File: src/rtl/sfp_pkg.sv
`timescale 1ns/1ps
package sfp_pkg;
  localparam int ADDR_W   = 3;
  localparam int BUS_W    = 32;
  localparam int FLAG_BIT = BUS_W - 1;
  localparam int N_WM     = 2;
  localparam int WM_TX    = 0;
  localparam int WM_RX    = 1;

  typedef enum logic [ADDR_W-1:0] {
    RA_TXDATA  = 3'd0,
    RA_RXDATA  = 3'd1,
    RA_TXMARK  = 3'd2,
    RA_RXMARK  = 3'd3,
    RA_IRQEN   = 3'd4,
    RA_IRQPEND = 3'd5,
    RA_RSV6    = 3'd6,
    RA_RSV7    = 3'd7
  } reg_addr_e;
endpackage

File: src/rtl/sfp_fifo.sv
`timescale 1ns/1ps
module sfp_fifo #(
  parameter int DEPTH = 8,
  parameter int WIDTH = 8,
  localparam int PTR_W = (DEPTH > 1) ? $clog2(DEPTH) : 1,
  localparam int CNT_W = $clog2(DEPTH + 1)
) (
  input  logic             clk,
  input  logic             rst_n,
  input  logic             push,
  input  logic [WIDTH-1:0] push_data,
  input  logic             pop,
  output logic [WIDTH-1:0] head,
  output logic [CNT_W-1:0] count,
  output logic             full,
  output logic             empty
);
  logic [WIDTH-1:0] mem [DEPTH];
  logic [PTR_W-1:0] wptr, rptr;
  logic             do_push, do_pop;

  assign full    = (count == CNT_W'(DEPTH));
  assign empty   = (count == '0);
  assign do_push = push && !full;
  assign do_pop  = pop && !empty;
  assign head    = mem[rptr];

  function automatic logic [PTR_W-1:0] bump(input logic [PTR_W-1:0] p);
    return (p == PTR_W'(DEPTH - 1)) ? '0 : p + 1'b1;
  endfunction

  always_ff @(posedge clk) begin
    if (do_push) mem[wptr] <= push_data;
  end

  always_ff @(posedge clk) begin
    if (!rst_n) begin
      wptr  <= '0;
      rptr  <= '0;
      count <= '0;
    end else begin
      if (do_push) wptr <= bump(wptr);
      if (do_pop)  rptr <= bump(rptr);
      case ({do_push, do_pop})
        2'b10:   count <= count + 1'b1;
        2'b01:   count <= count - 1'b1;
        default: count <= count;
      endcase
    end
  end
endmodule

File: src/rtl/sfp_wm_irq.sv
`timescale 1ns/1ps
module sfp_wm_irq
  import sfp_pkg::*;
#(
  parameter int CNT_W = 4
) (
  input  logic [CNT_W-1:0] tx_count,
  input  logic [CNT_W-1:0] rx_count,
  input  logic [CNT_W-1:0] tx_mark,
  input  logic [CNT_W-1:0] rx_mark,
  input  logic [N_WM-1:0]  enable,
  output logic [N_WM-1:0]  pending,
  output logic             irq
);
  logic [N_WM-1:0] term;

  assign pending[WM_TX] = (tx_count < tx_mark);
  assign pending[WM_RX] = (rx_count > rx_mark);

  for (genvar g = 0; g < N_WM; g++) begin : g_term
    assign term[g] = pending[g] & enable[g];
  end

  assign irq = |term;
endmodule

File: src/rtl/spi_fifo_port.sv
`timescale 1ns/1ps
module spi_fifo_port
  import sfp_pkg::*;
#(
  parameter int DEPTH = 8,
  parameter int WIDTH = 8,
  localparam int CNT_W = $clog2(DEPTH + 1)
) (
  input  logic              clk,
  input  logic              rst_n,
  input  logic [2:0]        reg_addr,
  input  logic              reg_wr,
  input  logic [31:0]       reg_wdata,
  input  logic              reg_rd,
  output logic [31:0]       reg_rdata,
  output logic              tx_valid,
  input  logic              tx_ready,
  output logic [WIDTH-1:0]  tx_data,
  input  logic              rx_valid,
  output logic              rx_ready,
  input  logic [WIDTH-1:0]  rx_data,
  output logic              irq
);
  reg_addr_e        addr;
  logic [CNT_W-1:0] tx_count, rx_count;
  logic [CNT_W-1:0] tx_mark_q, rx_mark_q;
  logic [N_WM-1:0]  irq_en_q, pending;
  logic             tx_full, tx_empty, rx_full, rx_empty;
  logic [WIDTH-1:0] rx_head;
  logic             tx_push, rx_pop;
  logic             unused_wdata;

  assign addr         = reg_addr_e'(reg_addr);
  assign unused_wdata = ^reg_wdata[31:WIDTH];

  assign tx_push = reg_wr && (addr == RA_TXDATA);
  assign rx_pop  = reg_rd && (addr == RA_RXDATA);

  sfp_fifo #(.DEPTH(DEPTH), .WIDTH(WIDTH)) tx_fifo_i (
    .clk(clk), .rst_n(rst_n),
    .push(tx_push), .push_data(reg_wdata[WIDTH-1:0]),
    .pop(tx_valid && tx_ready), .head(tx_data),
    .count(tx_count), .full(tx_full), .empty(tx_empty)
  );

  sfp_fifo #(.DEPTH(DEPTH), .WIDTH(WIDTH)) rx_fifo_i (
    .clk(clk), .rst_n(rst_n),
    .push(rx_valid), .push_data(rx_data),
    .pop(rx_pop), .head(rx_head),
    .count(rx_count), .full(rx_full), .empty(rx_empty)
  );

  assign tx_valid = !tx_empty;
  assign rx_ready = !rx_full;

  always_ff @(posedge clk) begin
    if (!rst_n) begin
      tx_mark_q <= CNT_W'(1);
      rx_mark_q <= '0;
      irq_en_q  <= '0;
    end else if (reg_wr) begin
      case (addr)
        RA_TXMARK: tx_mark_q <= reg_wdata[CNT_W-1:0];
        RA_RXMARK: rx_mark_q <= reg_wdata[CNT_W-1:0];
        RA_IRQEN:  irq_en_q  <= reg_wdata[N_WM-1:0];
        default:   ;
      endcase
    end
  end

  sfp_wm_irq #(.CNT_W(CNT_W)) wm_i (
    .tx_count(tx_count), .rx_count(rx_count),
    .tx_mark(tx_mark_q), .rx_mark(rx_mark_q),
    .enable(irq_en_q), .pending(pending), .irq(irq)
  );

  always_comb begin
    reg_rdata = '0;
    if (reg_rd) begin
      case (addr)
        RA_TXDATA:  reg_rdata[FLAG_BIT] = tx_full;
        RA_RXDATA: begin
          reg_rdata[FLAG_BIT] = rx_empty;
          if (!rx_empty) reg_rdata[WIDTH-1:0] = rx_head;
        end
        RA_TXMARK:  reg_rdata[CNT_W-1:0] = tx_mark_q;
        RA_RXMARK:  reg_rdata[CNT_W-1:0] = rx_mark_q;
        RA_IRQEN:   reg_rdata[N_WM-1:0]  = irq_en_q;
        RA_IRQPEND: reg_rdata[N_WM-1:0]  = pending;
        default:    reg_rdata = '0;
      endcase
    end
  end
endmodule

File: config.mk
export PLATFORM = sky130hd
export DESIGN_NAME = spi_fifo_port
export DESIGN_NICKNAME = d
export VERILOG_FILES = /design/src/rtl/sfp_pkg.sv /design/src/rtl/sfp_fifo.sv /design/src/rtl/sfp_wm_irq.sv /design/src/rtl/spi_fifo_port.sv
export SDC_FILE = /design/constraint.sdc
export NUM_CORES = 1
export LEC_CHECK = 0
export ABC_AREA = 1
export BUFFER_PORTS_ARGS = -buffer_cell sky130_fd_sc_hd__buf_2
export CAP_MARGIN = 10
export CORE_UTILIZATION = 36
export CTS_CLUSTER_DIAMETER = 50
export DETAILED_ROUTE_END_ITERATION = 12
export PLACE_DENSITY = 0.61
export SYNTH_ARGS = -nofsm -noshare
export SYNTH_HDL_FRONTEND = slang
export SYNTH_SLANG_ARGS = --single-unit
File: constraint.sdc
create_clock -name clk -period 5.1 [get_ports clk]
set_input_delay 0 -clock clk [delete_from_list [all_inputs] [get_ports clk]]
set_output_delay 0 -clock clk [all_outputs]
set_load 0.005 [all_outputs]
After elaboration in Yosys (flattened, before gate mapping)

Memories as Yosys holds them, arrays and structs flattened. A register that Yosys moved wholly into a read port is not among the register bits.
Cells that the tools add are included.

Add/subtract/negate cells: 8
Magnitude comparators: 2
Equality and inequality tests: 15
Multiplexer cells: 20
Bitwise operators: 2
Reductions and logical operators: 20

Operator list:

| kind                | number |
|---|---|
| $mux 32             | 1 |
| $mux 3              | 8 |
| $eq 3x3->1 const B  | 6 |
| $pmux 4 s2          | 2 |
| $add 3x1->3 const B | 4 |
| $pmux 2 s5          | 1 |
| $add 4x1->4 const B | 2 |
| $eq 4x4->1 const B  | 2 |
| $logic_not 4->1     | 2 |
| $mux 8              | 1 |
| $sub 4x1->4 const B | 2 |
| $logic_and 1x1->1   | 7 |
| $eq 3x2->1 const B  | 2 |
| $pmux 2 s3          | 1 |
| $reduce_and 2->1    | 3 |
| $eq 2x1->1 const B  | 2 |
| $eq 2x2->1 const B  | 2 |
| $gt 4x4->1          | 1 |
| $logic_not 1->1     | 4 |
| $lt 4x4->1          | 1 |
| $mux 1              | 4 |
| $mux 4              | 1 |
| $reduce_bool 2->1   | 2 |
| $eq 3x1->1 const B  | 1 |
| 4 further kinds     | 5 |

Register bits after elaboration: 30
RAM bits: 128
Bits of input ports: 49
Output and inout port bits: 43
Word-level logic and storage cells: 78
Memories: 2

Memory list:

| memory        | depth | width | read ports | clocked after memory_dff | write ports | RTL line       | source |
|---|---|---|---|---|---|---|---|
| rx_fifo_i.mem | 8     | 8     | 1          | 1                        | 1           | sfp_fifo.sv:18 | `logic [WIDTH-1:0] mem [DEPTH];` |
| tx_fifo_i.mem | 8     | 8     | 1          | 1                        | 1           | sfp_fifo.sv:18 |  |

Longest topological paths before layout

Gate-level depths: netlist of run 1.

Depth after elaboration: 6
Mapped depth: 11
Mapped depth without buffers: 11

By module

Synthesis of run 1 repeated with hierarchy kept, for this count alone.

Cells, all modules: 719
Area, all modules: 7562.3 sq um

Modules (own cells, without submodules):

| module                | instances | cells each | area an instance (sq um) | seq. area each (sq um) |
|---|---|---|---|---|
| sfp_fifo at rx_fifo_i | 1         | 273        | 3206.8                   | 2182.1 |
| sfp_fifo at tx_fifo_i | 1         | 272        | 3201.8                   | 2182.1 |
| spi_fifo_port         | 1         | 136        | 929.6                    | 200.2 |
| sfp_wm_irq            | 1         | 38         | 224.0                    | 0.0 |

Worst setup path before layout of run 1

OpenSTA, ideal clock, no wires.

Path type: register to register
Start point: register rx_fifo_i.count[1]
End point: register rx_fifo_i.count[2]
Library setup time: 115 ps
Arrival time: 1719 ps
Data required time: 4985 ps
Slack: 3266 ps
Stages on the path, launching flop included: 10
Path buffers: 0
Period minus slack after synthesis: 1834 ps
Cells stage by stage: dfxtp_1 nor2_1 nand3_1 nand2_1 ha_1 inv_1 fa_1 xnor2_1 o21ai_0 inv_1

Longest elaborated chain between the ends: 5
Elaborated cells between the ends (all ways): 12
Those cells by class: add/sub: 2; eq/ne: 3; mux: 1; reduce/logical: 6

RTL lines:

| what                                            | RTL line            | source |
|---|---|---|
| start: declaration                              | sfp_fifo.sv:14      | `output logic [CNT_W-1:0] count,` |
| start signal: assignment                        | sfp_fifo.sv:45      | `2'b10: count <= count + 1'b1;` |
| start signal: assignment                        | sfp_fifo.sv:46      | `2'b01: count <= count - 1'b1;` |
| start signal: assignment                        | sfp_fifo.sv:47      | `default: count <= count;` |
| $eq 4x4->1 (*)                                  | sfp_fifo.sv:22      | `assign full = (count == CNT_W'(DEPTH));` |
| $logic_not 1->1 (*)                             | -                   |  |
| net rx_ready                                    | spi_fifo_port.sv:20 | `output logic rx_ready,` |
| $logic_and 1x1->1 (*)                           | sfp_fifo.sv:24      | `assign do_push = push && !full;` |
| $eq 2x1->1 or $eq 2x2->1 (tied branches)        | sfp_fifo.sv:44      | `case ({do_push, do_pop})` |
| $pmux 4 s2 or $reduce_bool 2->1 (tied branches) | -                   |  |

The timed path passes the listed nets; every way through them passes the cells marked *.
A chain may end at the register's enable or synchronous reset.

==> results of run 1 <==
## worst reg2reg max path: cells and delay by family, from the launching register on
kind	cells	cell delay (ps)
flops	1	400
buf+inv	1	90
simple gates	5	1260
## per-stage QoR
step / setup WS [ps] / hold WS [ps] / cells / total power, mW / instance area (um^2)
finish: 2467 / 35.52 / 1043 / 3.502 / 8454
CTS: 2425 / 12.64 / 1043 / 3.530 / 8454
floorplan: 3266 / 98.87 / 718 / 2.018 / 7306
global placement: 2933 / 269.3 / 988 / 2.214 / 7616
detailed placement: 2902 / 279.1 / 988 / 2.223 / 7616
global route: 2246 / 41.95 / 1043 / 3.689 / 8454
## layout make-up
type                       count  share of cell area [%]
sequential                   164                   53.99
timing repair buffer          70                   5.594
multi-input combinational    453                   26.68
clock inverter                15                   2.161
inverter                      59                   2.620
clock buffer                  17                   5.032
tap                          265                   3.922
## layout by cell type, fill, tap and decap left out, drive strengths merged, types with 6 or more instances in the layout
cell type	instances
edfxtp	128
nor2	125
nand2	103
o21ai	80
inv	60
buf	47
dfxtp	36
a21oi	34
nand3	30
conb	23
dlygate4sd3	23
ha	21
clkbuf	17
a31oi	9
o22ai	8
xnor2	6
clkinv	6
## registers in the layout (all words and copies together) (netlist names), named ones only
| signal | cells |
|---|---|
| irq_en_q | 2 |
| rx_fifo_i.count | 4 |
| rx_fifo_i.mem | 64 |
| rx_fifo_i.rptr | 3 |
| rx_fifo_i.wptr | 3 |
| rx_mark_q | 4 |
| tx_fifo_i.count | 4 |
| tx_fifo_i.mem | 64 |
| tx_fifo_i.rptr | 3 |
| tx_fifo_i.wptr | 3 |
| tx_mark_q | 4 |
## metal layers
metal	track usage [%]	part of all wire (%)	vias up
li1	-	-	2469
met1	19.38	47	2246
met2	25.27	48	104
met3	3.132	3.7	11
met4	5.263	1.3	0
met5	0	0	-
## power by group
group / internal (mW) / switching (mW)
logic: 0.244 / 0.411
registers: 1.50 / 0.0463
clock network: 0.773 / 0.528
total: 2.52 / 0.985
## worst max-delay path by stage
stage | endpoint | slack [ps] | cells past startpoint
6_report | reg_rdata[3] | 2470 | 7
5_1_grt | reg_rdata[3] | 2250 | 7
4_1_cts | reg_rdata[3] | 2420 | 7
3_5_place_dp | reg_rdata[3] | 2900 | 7
3_3_place_gp | reg_rdata[3] | 2930 | 7
2_1_floorplan | rx_fifo_i.count[2] | 3270 | 9
## kinds of logic (layout without fill, tap and decap cells)
| family | count (synthesis) | count (layout) |
|---|---|---|
| AOI/OAI and AO/OA | 138 | 138 |
| xor gates and xnor gates | 6 | 6 |
| adders and majority gates | 23 | 23 |
| buffers and inverters | 101 | 161 |
| DFF | 164 | 164 |
| other | 1 | 23 |
| and+or+nand+nor | 263 | 263 |
## synthesized netlist by cell type, drive strengths merged
cell | n | area share, %
nand3 | 30 | 2.1
o22ai | 8 | 0.69
xnor2 | 6 | 0.73
nand2 | 103 | 5.4
ha | 21 | 3.6
o21ai | 80 | 5.5
buf | 36 | 3.3
a31oi | 9 | 0.78
clkbuf | 6 | 0.33
fa | 2 | 0.55
a22oi | 4 | 0.42
conb | 1 | 0.052
dfxtp | 36 | 10
edfxtp | 128 | 53
a21oi | 34 | 2.4
o211a | 3 | 0.42
inv | 58 | 3.0
clkinv | 1 | 0.052
nor2 | 125 | 6.8
nor3 | 5 | 0.57
==> results.cfg, run 1 <==
[synthesis]
synth_top_family_by_area = simple AND/OR/NAND/NOR gates
yosysWarningCount = 0
synth_cells = 696
synth_seq_cells = 164
synth-seq-area-share_pct = 63.19
synth-compound-area-share_pct = 10.20
muxShareOfSynthArea_pct = 0
avgSynthCellArea_um2 = 10.38
xor_xnor_portion_of_the_synthesized_cell_area_pct = 0.7275
synth-adder-area-share_pct = 4.192
synthSimpleGateAreaFrac_pct = 14.91
syn-cell-area_um2 = 7223
synthDistinctLibCells = 29

[critical_path]
reg2reg_to = rx_fifo_i.mem[1][1]
cpMaxStageDelayCell = sky130_fd_sc_hd__dfxtp_1
critical_path_peak_fanout = 17
critPathMostFrequentCell = sky130_fd_sc_hd__nand3_1
path_delay_family = flip-flops
worst_setup_path_start_kind = flip-flop
reg2reg_slack_ps = 2980
worst_r2r_startpoint = rx_fifo_i.count[1]
timing.critical_path.required_ps = 5100
timing.critical_path.cells = inv_1, nor2_1, o21ai_0, nand3_1, nand3_1, a21oi_1, buf_2
timing_worst_setup_path_type = reg -> out
timing.critical_path.buf_inv = 2
cp-end-kind = output pin
reg2reg_depth = 6
crit_arrival_ps = 2630
slowest_delay_ps = 770

[clocking]
ctsHoldBuffers = 23
cts_buffer_depth = 2
cts.htree.levels = 4
cts.clk_slew.worst_paths_ps = 70
tritoncts = done
cts_inserted_buffers = 17
cts_post_setup_buffers_inserted = 0
post_cts_gate_resize_count = 0
clock_sinks = 164
root_buffer = sky130_fd_sc_hd__clkbuf_16
clock_latency_ps = 420

[sta]
report.final.hold_viol_count = 0
rsz0062_at_grt = no
finalWorstPathRequiredPeriod_ps = 2633
setup_total_negative_slack_ps = 0
tightestPinTransition_ps = 1019
clock.fmax_mhz = 379.8
final.period_utilization_pct = 51.62
final-setup-viol-count = 0
timing.slew.headroom_pct = 31.81
clock_skew_ps = 13.18
drv_slew = 0

[global_route]
number_of_global_route_vias_before_repair = 4449
grt_remaining_overflow = 0
grt_max_degree = 34
track_usage_pct = 15.11
antenna_found_initial = 0
grt_pass1_wl_um = 23160

[routing]
drc_violation_count_after_routing = 0
vias = 4830
routed_via_density = 4.631
drt_first_pass_iters = 5
drt-wirelength-per-cell_um = 14.13
antenna_violating_nets_remaining = 0
finalWirelength_um = 14740
detail_route.iter0.violations = 311

[finish]
share_of_cells_above_drive_strength_1_pct = 11.31
num-nets-final = 837
antenna_cells_inserted = 0
fill_cells = 1873
finish.utilization_pct = 43.16
syn2layout_area_growth_pct = 17.04
multiInputGateArea_um2 = 2256
regArea_um2 = 4564

[floorplan]
pin_count = 92
dieHeight_um = 143.7
dieWidth_um = 143.7
starting_density_of_the_core_pct = 36.87
core_area_um2 = 19590
rows = 51
design.die.area_um2 = 20640

[min_path]
worst_hold_startpoint = rst_n
hold-path-endpoint = tx_mark_q[1]
worstHoldPathType = in -> reg
min_path_cells = 3

[run]
cap_viol_max_count = 0

[placed_design]
quantity_of_i_o_buffers_inserted_on_ports = 44
routabilityCongestion = 0.7847
dp.final_hpwl_um = 9376

[outcome]
run_status = finished, final reports clean

[power]
vdd.ir_drop.worst_mv = 0.2397
p_leak_nw = 3.250
power.density_cell_area_nw_per_um2 = 414.2
Power figures use the tool's default switching activity.
==> run 2: changes to the inputs <==
Settings changed: PLACE_DENSITY 0.61 to 0.63.
Clock period 5.1 ns to 2.4 ns, I/O delays scaled along.
==> run 2 against run 1 <==
Clock-buffer cell count increased by 2. First-iteration DRC count increased by 11%. Via count increased by 3.0%. Combinational power increased by 110%. Cell area increased by 1.7%. Non-clock buffer count increased by 19. Sequential power increased by 110%. Hold slack got worse by 7.0 ps. Sequential share of layout area decreased by 0.93 points. Clock power increased by 120%. Largest cell class unchanged.
==> results.cfg, run 2 (synthesis gave the netlist of run 1 again) <==
[power]
vdd.ir_drop.worst_mv = 0.5434
power.density_cell_area_nw_per_um2 = 872.5
comb_power_share_pct = 18.6
p_leak_nw = 3.369
sequentialPowerShare_pct = 44.0
power_switching_mw = 2.045
power.clock.fraction_pct = 37.3
switching_share_pct = 27.24
p_int_mw = 5.461

[critical_path]
path_depth = 6
timing.critical_path.required_ps = 2400
timing.critical_path.buf_inv = 2
crit_arrival_ps = 2160
cpMaxStageDelayCell = sky130_fd_sc_hd__dfxtp_1
path_delay_family = flip-flops
critPathMostFrequentCell = sky130_fd_sc_hd__o21ai_0
critical_path_peak_fanout = 21
reg2reg_depth = 10
cp-end-kind = output pin
slowest_delay_ps = 630
timing.critical_path.cells = buf_4, o21ai_0, o21ai_0, a21oi_1, a31oi_1, buf_2
timing_worst_setup_path_type = reg -> out
worst_setup_path_start_kind = flip-flop

[floorplan]
core_area_um2 = 19590
dieHeight_um = 143.7
starting_density_of_the_core_pct = 36.87
dieWidth_um = 143.7
pin_count = 92
design.die.area_um2 = 20640
rows = 51

[run]
cap_viol_max_count = 0

[sta]
finalHoldWorstSlack_ps = 28.54
tightestPinTransition_ps = 615.6
final.period_utilization_pct = 89.88
timing.slew.headroom_pct = 58.92
rsz0062_at_grt = no
finalWorstPathRequiredPeriod_ps = 2157
setup_total_negative_slack_ps = 0
clock_skew_ps = 10.43
drv_slew = 0
clock.fmax_mhz = 463.6
report.final.hold_viol_count = 0
final-setup-viol-count = 0

[clocking]
clock_sinks = 164
root_buffer = sky130_fd_sc_hd__clkbuf_16
clock_latency_ps = 420
tritoncts = done
ctsHoldBuffers = 23
cts_inserted_buffers = 17
cts.htree.levels = 4
cts_buffer_depth = 2
cts.clk_slew.worst_paths_ps = 60
cts_post_setup_buffers_inserted = 0
post_cts_gate_resize_count = 0

[min_path]
worstHoldPathType = in -> reg
min_path_cells = 3

[placed_design]
quantity_of_i_o_buffers_inserted_on_ports = 44
routabilityCongestion = 0.8191
dp.final_hpwl_um = 9417
placed_cells_incl_taps = 1007

[routing]
vias = 4975
antenna_violating_nets_remaining = 0
detail_route.iter0.violations = 345
finalWirelength_um = 14800
drt_first_pass_iters = 4
drt-wirelength-per-cell_um = 13.94
drc_violation_count_after_routing = 0
routed_via_density = 4.685

[finish]
layout_commonest_cell = sky130_fd_sc_hd__edfxtp_1
num-nets-final = 856
biggestRegsByFlops = rx_fifo_i.mem (64), tx_fifo_i.mem (64)
layout.cells.most_common_list = sky130_fd_sc_hd__edfxtp_1 (128), sky130_fd_sc_hd__nor2_1 (121), sky130_fd_sc_hd__nand2_1 (101), sky130_fd_sc_hd__o21ai_0 (78), sky130_fd_sc_hd__inv_1 (56)
fill_cells = 1821
syn2layout_area_growth_pct = 19.09
share_of_cells_above_drive_strength_1_pct = 12.92
antenna_cells_inserted = 0
number_of_standard_cells_in_the_layout_taps_in_and_fillers_out = 1062

[global_route]
number_of_global_route_vias_before_repair = 4627
antenna_found_initial = 0
grtUsageMet3_pct = 3.166
grt_most_used_layer = met2
grt_pass1_wl_um = 23380
grt_remaining_overflow = 0
grt_max_degree = 33
grt.met2_usage_pct = 25.06
grt_met1_usage_pct = 19.52
track_usage_pct = 15.21

[outcome]
run_status = finished, final reports clean
## run 2: worst register-to-register path: cells and delay by family (launching register included)
family | cells | cell delay, ps
XOR/XNOR | 1 | 130
adder cells (fa/ha/maj) | 2 | 570
AO/OA/AOI/OAI | 2 | 270
flip-flops | 1 | 350
AND/OR/NAND/NOR | 5 | 740
## run 2: stage by stage
| step | worst slack (ps) | total power, mW | instance area, um^2 | util [%] |
|---|---|---|---|---|
| CTS | 237.1 | 7.569 | 8602 | 43.91 |
| detailed placement | 313.6 | 4.747 | 7759 | 39.61 |
| global route | 44.28 | 7.932 | 8602 | 43.91 |
| global placement | 370.1 | 4.709 | 7759 | 39.61 |
| finish | 242.9 | 7.505 | 8602 | 43.91 |
| floorplan | 565.7 | 4.288 | 7306 | - |
## run 2: path summary, 6_finish.rpt
check | startpoint | to | slack, ps
max | flip-flop | tx_data[0] | 240
min | rst_n | rx_fifo_i.count[0] | 30
max reg2reg | rx_fifo_i.count[1] | rx_fifo_i.count[3] | 280
min reg2reg | tx_mark_q[1] | tx_mark_q[1] | 480
## run 2: power groups by stage
stage | sequential, mW | combinational [mW] | clock (mW)
floorplan | 3.32 | 0.964 | 0
global placement | 3.37 | 1.34 | 0
detailed placement | 3.37 | 1.38 | 0
CTS | 3.31 | 1.41 | 2.85
global route | 3.32 | 1.64 | 2.98
finish | 3.31 | 1.40 | 2.80
## run 2: final cells by class
type                    instances  area, um^2  share of cell area [%]
clock inverters                13       180.2                   2.095
well taps                     265       331.6                   3.855
multi-input cells             453        2256                   26.23
clock buffers                  19       432.9                   5.033
inverters                      59       221.5                   2.575
flip-flops and latches        164        4564                   53.06
repair buffers                 89       615.6                   7.156
## run 2: layer usage
metal | wire length [um] | vias to the layer above
met2 | 7083 | 122
met1 | 6895 | 2329
li1 | - | 2514
met5 | 0 | -
met3 | 634 | 10
met4 | 191 | 0
==> run 3: changes to the inputs <==
Settings changed: CORE_ASPECT_RATIO from default to 1.2.
==> run 3 against run 2 <==
Clock power decreased by 13%. Combinational power about the same. First-iteration DRC count fell by 28%. Cell area fell by 0.64%. Critical path depth grew 2. Sequential cell count is the same. Clock-buffer cell count shrank 1. Maximum frequency grew 0.86%. Final cell count is the same. Via count increased by 0.50%. Power fell by 4.8%. Largest cell class unchanged. Setup slack gained 18 ps.
==> results.cfg, run 3 (synthesis gave the netlist of run 1 again) <==
[outcome]
run_status = finished, final reports clean

[power]
power_switching_mw = 2.086
power.density_cell_area_nw_per_um2 = 836.4
sequentialPowerShare_pct = 45.9
p_int_mw = 5.063
p_leak_nw = 3.341
vdd.ir_drop.worst_mv = 0.4973
switching_share_pct = 29.18
comb_power_share_pct = 19.8
power.clock.fraction_pct = 34.3

[critical_path]
reg2reg_depth = 11
crit_arrival_ps = 2140
cp-end-kind = output pin
worst_r2r_startpoint = rx_fifo_i.count[1]
cpMaxStageDelayCell = sky130_fd_sc_hd__dfxtp_1
slowest_delay_ps = 590
timing_worst_setup_path_type = reg -> out
critical_path_peak_fanout = 13
worst_setup_path_start_kind = flip-flop
reg2reg_slack_ps = 320
reg2reg_to = rx_fifo_i.count[3]
timing.critical_path.cells = buf_4, nor2_1, nor2_1, o21ai_0, nand3_1, nand3_1, a21oi_1, buf_2
timing.critical_path.required_ps = 2400

[clocking]
clock_latency_ps = 420
cts.clk_slew.worst_paths_ps = 70
tritoncts = done
cts_post_setup_buffers_inserted = 0
clock_sinks = 164
cts_inserted_buffers = 17
cts.htree.levels = 4
cts_buffer_depth = 2
root_buffer = sky130_fd_sc_hd__clkbuf_16

[finish]
regArea_um2 = 4564
multiInputGateArea_um2 = 2256
syn2layout_area_growth_pct = 18.33
fin_area_um2 = 8547
layout_commonest_cell = sky130_fd_sc_hd__edfxtp_1
layout.cells.most_common_list = sky130_fd_sc_hd__edfxtp_1 (128), sky130_fd_sc_hd__nor2_1 (121), sky130_fd_sc_hd__nand2_1 (101), sky130_fd_sc_hd__o21ai_0 (78), sky130_fd_sc_hd__inv_1 (56)
num-nets-final = 860
share_of_cells_above_drive_strength_1_pct = 13.48
antenna_cells_inserted = 0
biggestRegsByFlops = rx_fifo_i.mem (64), tx_fifo_i.mem (64)
fill_cells = 1871
number_of_standard_cells_in_the_layout_taps_in_and_fillers_out = 1062

[routing]
finalWirelength_um = 14930
routed_via_density = 4.708
detail_route.iter0.violations = 249
drc_violation_count_after_routing = 0
drt_first_pass_iters = 4
vias = 5000
drt-wirelength-per-cell_um = 14.06
antenna_violating_nets_remaining = 0

[floorplan]
dieWidth_um = 131.3
pin_count = 92
starting_density_of_the_core_pct = 36.82
dieHeight_um = 157.2
rows = 56
core_area_um2 = 19620
design.die.area_um2 = 20640

[sta]
clock.fmax_mhz = 467.6
finalWorstPathRequiredPeriod_ps = 2139
drv_slew = 0
setup_total_negative_slack_ps = 0
clock_skew_ps = 7.804
final-setup-viol-count = 0
rsz0062_at_grt = no
timing.slew.headroom_pct = 60.44
tightestPinTransition_ps = 592.8
report.final.hold_viol_count = 0
final.period_utilization_pct = 89.11

[global_route]
grt_max_degree = 32
antenna_found_initial = 0
grt_remaining_overflow = 0
number_of_global_route_vias_before_repair = 4763
track_usage_pct = 15.27
grt_pass1_wl_um = 24040

[min_path]
hold-path-endpoint = tx_mark_q[1]
worst_hold_startpoint = rst_n
min_path_cells = 3
worstHoldPathType = in -> reg

[run]
cap_viol_max_count = 0

[placed_design]
placedInstanceArea_um2 = 7784
routabilityCongestion = 0.8102
placed_cells_incl_taps = 1007
dp.final_hpwl_um = 9815
quantity_of_i_o_buffers_inserted_on_ports = 44
==> run 3: cell types whose count changed in the layout (fill, tap and decap cells not counted), sizes merged <==
cell      delta
buf          +4
inv          +3
clkinv       -2
clkbuf       -1
bufinv       -4
clkinvlp     +4
==> run 3: worst max path at each step <==
stage                                   from            endpoint  slack [ps]
after floorplan           rx_fifo_i.count[1]  rx_fifo_i.count[2]         570
after global placement    rx_fifo_i.count[1]  rx_fifo_i.count[3]         360
after detailed placement  rx_fifo_i.count[1]  rx_fifo_i.count[3]         330
after CTS                          flip-flop        reg_rdata[3]         220
after global routing               flip-flop        reg_rdata[5]          80
final                              flip-flop        reg_rdata[3]         260
==> run 3: area by class of cell <==
type                            count  area share, %
Inverter                           59          2.591
Timing Repair Buffer               93          7.554
Tap cell                          261          3.821
Clock buffer                       18          5.021
Sequential cell                   164          53.40
Clock inverter                     14          1.215
Multi-Input combinational cell    453          26.39
==> run 3: repair_timing <==
| item | CTS | global route |
|---|---|---|
| gates resized for setup | 0 | 0 |
| hold buffers | 23 | 0 |
| hold endpoints to repair | 139 | 0 |
==> run 3: critical path, delay by kind of cell (launching register included) <==
family	cells	cell delay (ps)
simple gates	4	380
flops	1	590
compound gates	2	330
buf+inv	2	430
==> run 3: metrics by stage <==
stage | power (mW) | utilization, % | worst slack, ps | hold WS (ps)
after CTS | 7.218 | 43.57 | 217.4 | 5.649
after floorplan | 4.288 | - | 565.7 | 98.87
after global routing | 7.546 | 43.57 | 76.66 | 36.41
final | 7.149 | 43.57 | 261.4 | 20.88
after global placement | 4.726 | 39.67 | 361.0 | 267.3
after detailed placement | 4.746 | 39.67 | 328.7 | 268.6
==> run 3: metal layers <==
| layer | vias up | global-route usage (%) | wire length (um) | part of all wire, % |
|---|---|---|---|---|
| met5 | - | 0 | 0 | 0 |
| met4 | 0 | 6.589 | 269 | 1.8 |
| met3 | 19 | 3.027 | 512 | 3.4 |
| met2 | 110 | 28.01 | 7747 | 52 |
| met1 | 2353 | 17.29 | 6404 | 43 |
| li1 | 2518 | - | - | - |
==> run 3: power by group through the flow <==
stage / registers [mW] / logic [mW] / clock network [mW]
finish: 3.28 / 1.41 / 2.45
global route: 3.30 / 1.64 / 2.61
CTS: 3.28 / 1.44 / 2.50
detailed placement: 3.34 / 1.40 / 0
global placement: 3.34 / 1.38 / 0
floorplan: 3.32 / 0.964 / 0
